--- src/rtl/rc5ks_pkg.sv ---
package rc5ks_pkg;
  localparam int WORD_W     = 32;
  localparam int ROUNDS     = 12;
  localparam int KEY_BYTES  = 16;
  localparam int BYTES_PER_WORD = WORD_W / 8;
  localparam int KEY_WORDS  = (KEY_BYTES + BYTES_PER_WORD - 1) / BYTES_PER_WORD;
  localparam int KEY_BITS   = KEY_BYTES * 8;
  localparam int TABLE_N    = 2 * (ROUNDS + 1);
  localparam int MIX_N      = 3 * ((TABLE_N > KEY_WORDS) ? TABLE_N : KEY_WORDS);
  localparam int LATENCY    = TABLE_N + MIX_N;
  localparam int ADDR_W     = $clog2(TABLE_N);
  localparam int ROT_W      = $clog2(WORD_W);
  localparam int JPTR_W     = (KEY_WORDS > 1) ? $clog2(KEY_WORDS) : 1;
  localparam logic [WORD_W-1:0] P_CONST = 32'hB7E15163;
  localparam logic [WORD_W-1:0] Q_CONST = 32'h9E3779B9;

  typedef struct packed {
    logic load;     // capture key, clear pointers and mix registers
    logic initWr;   // write one progression entry
    logic mixStep;  // perform one mixing iteration
  } ksStrobe_t;
endpackage

--- src/rtl/rc5ks_ctrl.sv ---
module rc5ks_ctrl
  import rc5ks_pkg::*;
(
  input  logic      clk,
  input  logic      rstN,
  input  logic      setKey,
  output ksStrobe_t strobe,
  output logic      ready
);
  localparam int CNT_W = $clog2((MIX_N > TABLE_N) ? MIX_N : TABLE_N);

  typedef enum logic [1:0] {ST_IDLE, ST_FILL, ST_MIX, ST_DONE} ksState_t;

  ksState_t state;
  logic [CNT_W-1:0] stepCnt;

  always_ff @(posedge clk) begin
    if (!rstN) begin
      state   <= ST_IDLE;
      stepCnt <= '0;
    end else if (setKey) begin
      state   <= ST_FILL;
      stepCnt <= '0;
    end else begin
      case (state)
        ST_FILL: begin
          if (stepCnt == CNT_W'(TABLE_N - 1)) begin
            state   <= ST_MIX;
            stepCnt <= '0;
          end else begin
            stepCnt <= stepCnt + 1'b1;
          end
        end
        ST_MIX: begin
          if (stepCnt == CNT_W'(MIX_N - 1)) begin
            state   <= ST_DONE;
            stepCnt <= '0;
          end else begin
            stepCnt <= stepCnt + 1'b1;
          end
        end
        default: stepCnt <= '0;
      endcase
    end
  end

  always_comb begin
    strobe.load    = setKey;
    strobe.initWr  = !setKey && (state == ST_FILL);
    strobe.mixStep = !setKey && (state == ST_MIX);
  end

  assign ready = (state == ST_DONE);
endmodule

--- src/rtl/rc5ks_datapath.sv ---
module rc5ks_datapath
  import rc5ks_pkg::*;
(
  input  logic                clk,
  input  logic                rstN,
  input  ksStrobe_t           strobe,
  input  logic [KEY_BITS-1:0] keyIn,
  input  logic [ADDR_W-1:0]   rdAddr,
  output logic [WORD_W-1:0]   rdData
);
  logic [WORD_W-1:0] sTab [TABLE_N];
  logic [WORD_W-1:0] lArr [KEY_WORDS];
  logic [WORD_W-1:0] regA, regB, fillVal;
  logic [ADDR_W-1:0] iPtr;
  logic [JPTR_W-1:0] jPtr;

  logic [WORD_W-1:0] curS, curL, sumA, newA, sumB, newB, rotSum;

  function automatic logic [WORD_W-1:0] rotl(input logic [WORD_W-1:0] x,
                                             input logic [ROT_W-1:0] n);
    logic [2*WORD_W-1:0] wide;
    wide = {x, x} << n;
    return wide[2*WORD_W-1:WORD_W];
  endfunction

  // Operand selection for the current pointers
  always_comb begin
    curS = '0;
    for (int g = 0; g < TABLE_N; g++)
      if (iPtr == ADDR_W'(g)) curS = sTab[g];
    curL = '0;
    for (int k = 0; k < KEY_WORDS; k++)
      if (jPtr == JPTR_W'(k)) curL = lArr[k];
  end

  // One mixing iteration, both half-steps chained in the same cycle
  always_comb begin
    sumA   = curS + regA + regB;
    newA   = rotl(sumA, ROT_W'(3));
    sumB   = curL + newA + regB;
    rotSum = newA + regB;
    newB   = rotl(sumB, rotSum[ROT_W-1:0]);
  end

  always_ff @(posedge clk) begin
    if (!rstN) begin
      for (int g = 0; g < TABLE_N; g++) sTab[g] <= '0;
    end else begin
      for (int g = 0; g < TABLE_N; g++) begin
        if (strobe.initWr && iPtr == ADDR_W'(g))       sTab[g] <= fillVal;
        else if (strobe.mixStep && iPtr == ADDR_W'(g)) sTab[g] <= newA;
      end
    end
  end

  always_ff @(posedge clk) begin
    if (!rstN) begin
      for (int k = 0; k < KEY_WORDS; k++) lArr[k] <= '0;
    end else begin
      for (int k = 0; k < KEY_WORDS; k++) begin
        if (strobe.load)                                lArr[k] <= keyIn[k*WORD_W +: WORD_W];
        else if (strobe.mixStep && jPtr == JPTR_W'(k))  lArr[k] <= newB;
      end
    end
  end

  always_ff @(posedge clk) begin
    if (!rstN) begin
      regA    <= '0;
      regB    <= '0;
      fillVal <= P_CONST;
      iPtr    <= '0;
      jPtr    <= '0;
    end else if (strobe.load) begin
      regA    <= '0;
      regB    <= '0;
      fillVal <= P_CONST;
      iPtr    <= '0;
      jPtr    <= '0;
    end else if (strobe.initWr) begin
      fillVal <= fillVal + Q_CONST;
      iPtr    <= (iPtr == ADDR_W'(TABLE_N - 1)) ? '0 : iPtr + 1'b1;
    end else if (strobe.mixStep) begin
      regA <= newA;
      regB <= newB;
      iPtr <= (iPtr == ADDR_W'(TABLE_N - 1)) ? '0 : iPtr + 1'b1;
      jPtr <= (jPtr == JPTR_W'(KEY_WORDS - 1)) ? '0 : jPtr + 1'b1;
    end
  end

  // Read port: unused indices return zero
  always_comb begin
    rdData = '0;
    for (int g = 0; g < TABLE_N; g++)
      if (rdAddr == ADDR_W'(g)) rdData = sTab[g];
  end
endmodule

--- src/rtl/rc5_key_expander.sv ---
module rc5_key_expander
  import rc5ks_pkg::*;
(
  input  logic                clk,
  input  logic                rstN,
  input  logic                setKey,
  input  logic [KEY_BITS-1:0] keyIn,
  input  logic [ADDR_W-1:0]   rdAddr,
  output logic [WORD_W-1:0]   rdData,
  output logic                ready
);
  ksStrobe_t strobe;

  rc5ks_ctrl u_ctrl (
    .clk    (clk),
    .rstN   (rstN),
    .setKey (setKey),
    .strobe (strobe),
    .ready  (ready)
  );

  rc5ks_datapath u_dp (
    .clk    (clk),
    .rstN   (rstN),
    .strobe (strobe),
    .keyIn  (keyIn),
    .rdAddr (rdAddr),
    .rdData (rdData)
  );
endmodule

--- config.mk ---
export PLATFORM = sky130hd
export DESIGN_NAME = rc5_key_expander
export DESIGN_NICKNAME = d
export VERILOG_FILES = /design/src/rtl/rc5ks_pkg.sv /design/src/rtl/rc5ks_ctrl.sv /design/src/rtl/rc5ks_datapath.sv /design/src/rtl/rc5_key_expander.sv
export SDC_FILE = /design/constraint.sdc
export NUM_CORES = 2
export LEC_CHECK = 0
export CAP_MARGIN = 20
export CELL_PAD_IN_SITES_DETAIL_PLACEMENT = 1
export CELL_PAD_IN_SITES_GLOBAL_PLACEMENT = 2
export CORE_UTILIZATION = 37
export DETAILED_ROUTE_END_ITERATION = 10
export PLACE_DENSITY = 0.76
export SYNTH_ARGS = -nofsm -noshare
export SYNTH_HDL_FRONTEND = slang
export SYNTH_HIERARCHICAL = 1
export SYNTH_SLANG_ARGS = --single-unit
--- constraint.sdc ---
create_clock -name clk -period 10.1 [get_ports clk]
set_input_delay 2.02 -clock clk [delete_from_list [all_inputs] [get_ports clk]]
set_output_delay 2.02 -clock clk [all_outputs]
set_load 0.1 [all_outputs]
==> impl_results.md <==
* Flip-flop and latch area at 0.0311 sq mm
* Xor and xnor area share after synthesis at 1.21%
* DIE AREA at 0.180 sq mm
* Synth area leader: edfxtp_1
* Max-slew violation count at 0
* Core area at 0.176 sq mm
* Clk_lat worst skew at 0.84 ns
* Total GRT Usage at 46.1%
* Vias in the first global route at 70500
* Vias per inst at 6.99
* CP most frequent cell: buf_4
* Detail Route Antenna Nets at 0
* Synth top area cells: edfxtp_1 (44%), a211oi_1 (5.9%), nand2_1 (4.8%)
* Main combinational cell family by area after synthesis: compound AO/OA/AOI/OAI gates
* Yosys warns at 6
* Die extent in y at 424 um
* Clock root cell: clkbuf_16
* Gr ovfl total at 0
* Max H-tree Level at 4
* Detailed Route Iter0 Violations at 11200
* Met3 wire len at 55500 um
* Core Rows at 154
* Clk sink count at 1072
* Fmax at 98.6 MHz
* Startpoint type of the worst setup path: register
* Status: finished with violations
* Post-synthesis compound-gate area fraction at 28.5%
* R2R setup slack at -0.04 ns
* Multi-input logic area at 0.0353 sq mm
* Max FO, Critical Path at 11
* Largest net degree at the start of global routing at 95
* DRT Pass-1 Iters at 10
* Slew HR at 7.46%
* Critical path class: register to register
* Fill cells at 19500
* CTS tree: built
* Slowest CP cell: fa_1
* Worst Hold Launch: u_dp/regA[1]
* Uppermost layer routed: met5
* Synth Register Bits at 1072
* Synth Cell Area at 0.0659 sq mm
* DRC Markers at 6
* Max-cap violations at 0
* Area Overhead vs Synth at 31.6%
* Top-area cell type share of the netlist area at 43.7%
* Layout cell share with drive strength beyond 1 at 26.8%
* Final hold violation count at 0
* Longest Clk Path Bufs at 3
* # nets final at 8208
* Worst min path class: register to register
* Mapped Nets at 7250
* Slowest stage delay, CP at 0.58 ns
* WP data arrival at 10.84 ns
* RSZ-0062 raised after global routing: yes
* Mux contribution to synthesized area at 2.02%
* Routed len/inst at 41.2 um
* Met2 routed WL at 178000 um
* Boundary Pins at 169
* Mean area per synthesized cell at 9.45 sq um
* Post-synth cell types at 113
* WP buf/inv at 12
* Fin crit share at 100%
* Cell Pwr Density at 152 mW/mm^2
* Top delay family on crit path: compound AO/OA/AOI/OAI gates
* Pwr Total at 13.2 mW
* Cell Count, Final, Fillers Out at 10400
* Met1 Routed Length at 160000 um
* Post-synth EDFFs at 960
* Post-synth ARST share at 0%
* Final setup margin at -0.0450 ns
* Total wire length at 429000 um
* Hold endpoint: u_dp/regA[1]
* VDD IR-drop max at 0.000178 V
* First-pass GRT wire length at 578000 um
* Inst Count DP at 10100
* R2R cell count at 46
* Clock skew at 0.0568 ns
* Initial antenna violation count at 36
* Clock transition at path regs at 0.06 ns
* Final setup violation count at 5
* Seq/Total Area, Yosys at 47.2%
* Critical Path RT at 10.79 ns
* Reg-to-Reg End: u_dp/regB[8]
* R2r startpoint: u_dp/iPtr[0]
* Hold path cells at 2
* Post-Synth Simple-Gate Area at 13.0%
* CP Capture Type: register
* Initial core utilization at 37.3%
* Vias at 72600
* Adder-Cell Fraction of Synth Area at 3.47%
* CTS Buf Count at 134
* PortBufs at 168
* Routability cong. at 1.06
* Crit path time final at 10.14 ns
* Worst-margin pin slew at 1.39 ns
* LEAKAGE at 31.8 nW
* Ys flop type: edfxtp_1
* Dpl hpwl at 315000 um
* Die X at 424 um
* Failing checks: DRC, setup timing
* Post-Syn Instances at 6970
-- metal layers --
metal / global-route usage (%) / vias to the layer above
met4: 30.6 / 28
met5: 0 / -
met1: 57.9 / 36800
met2: 66.6 / 5463
li1: - / 28900
met3: 16.2 / 1457
-- what timing repair did --
action | CTS | global route
buffers inserted | 19 | 54
resized for setup | 236 | 418
setup endpoints to repair | 160 | 160
hold buffers | 0 | 0
pin swaps | 77 | 218
cloned | 0 | 1
-- sequential cells by signal, summed over array words and instances (netlist names) --
signal          count
u_dp/regB          32
u_dp/lArr         128
u_ctrl/stepCnt      7
u_dp/jPtr           2
u_dp/iPtr           5
u_dp/regA          32
u_dp/sTab         832
u_dp/fillVal       32
u_ctrl/state        2
-- kinds of logic after synthesis --
family          count (synthesis)
compound gates               2812
xor+xnor                       87
fa+ha+maj                     144
buf+inv                       802
flops                        1072
mux                            97
simple gates                 1956
-- where the power goes --
group / total [mW] / internal (mW) / switching, mW
logic: 3.08 / 1.09 / 2.00
clock network: 4.94 / 2.80 / 2.14
registers: 5.19 / 5.03 / 0.158
-- synth_stat cells, drive strengths merged, types with 17 or more instances --
cell and instances:
nand3 186, dfxtp 112, o21a 34, nor2 547, nand2 849, buf 70, a2111oi 17, nor4 23
clkinv 17, o221ai 61, o31ai 40, o21ai 678, nor3 106, a22o 52, o2111ai 32, or3 32
a211oi 517, a21o 46, o311ai 17, a21oi 489, a22oi 157, nor2b 46, a221oi 92, a221o 52
ha 79, a31oi 65, xor2 34, nand2b 31, a222oi 28, xnor2 53, clkbuf 589, inv 126
mux2i 45, nand4 21, mux2 26, and2 36, edfxtp 960, mux4 26, and3 22, o22ai 194
o211ai 90, fa 65
-- worst min-delay path, stage by stage (launching register included) --
cell	delay (ns)
dfxtp_1	0.34
nand2_1	0.05
o21ai_0	0.06
-- per-stage QoR --
step	setup TNS, ns	utilization (%)	hold WS, ns	instance area (sq um)	worst slack [ns]
floorplan	0	-	0.425	65900	0.160
global placement	-225.03	44.5	0.460	78500	-1.56
detailed placement	-165.72	44.5	0.469	78600	-1.19
CTS	0	47.7	0.482	84200	0.00142
global route	-13.73	49.1	0.512	86700	-0.226
finish	-0.0843	49.1	0.480	86700	-0.0450
-- cell usage in the layout, fill, tap and decap left out, types with 138 or more instances in the layout --
master / n
o21ai_0: 545
edfxtp_1: 960
buf_4: 1226
nand2_1: 828
clkbuf_16: 138
nand3_1: 176
a22oi_1: 154
o22ai_1: 185
nor2_1: 486
a211oi_1: 493
a21oi_1: 431
-- worst max-delay path by stage --
stage	from	to	cells after the start	slack [ns]
after floorplan	u_dp/iPtr[0]	u_dp/lArr[3][11]	44	0.16
after global placement	u_dp/iPtr[0]	u_dp/lArr[2][4]	45	-1.56
after detailed placement	u_dp/iPtr[0]	u_dp/lArr[2][23]	49	-1.19
after CTS	u_dp/iPtr[1]	u_dp/lArr[0][6]	43	0.001
after global routing	u_dp/iPtr[0]	u_dp/regB[8]	48	-0.23
final	u_dp/iPtr[0]	u_dp/regB[8]	46	-0.04
-- cell type report --
type                    instances  share of cell area, %
diodes                         14                 0.0404
repair buffers               1481                   14.4
multi-input cells            5096                   40.7
well taps                    2340                   3.38
clock inverters                66                  0.799
flip-flops and latches       1072                   35.8
clock buffers                 179                   4.23
inverters                     143                  0.634
Power figures use the tool's default switching activity.
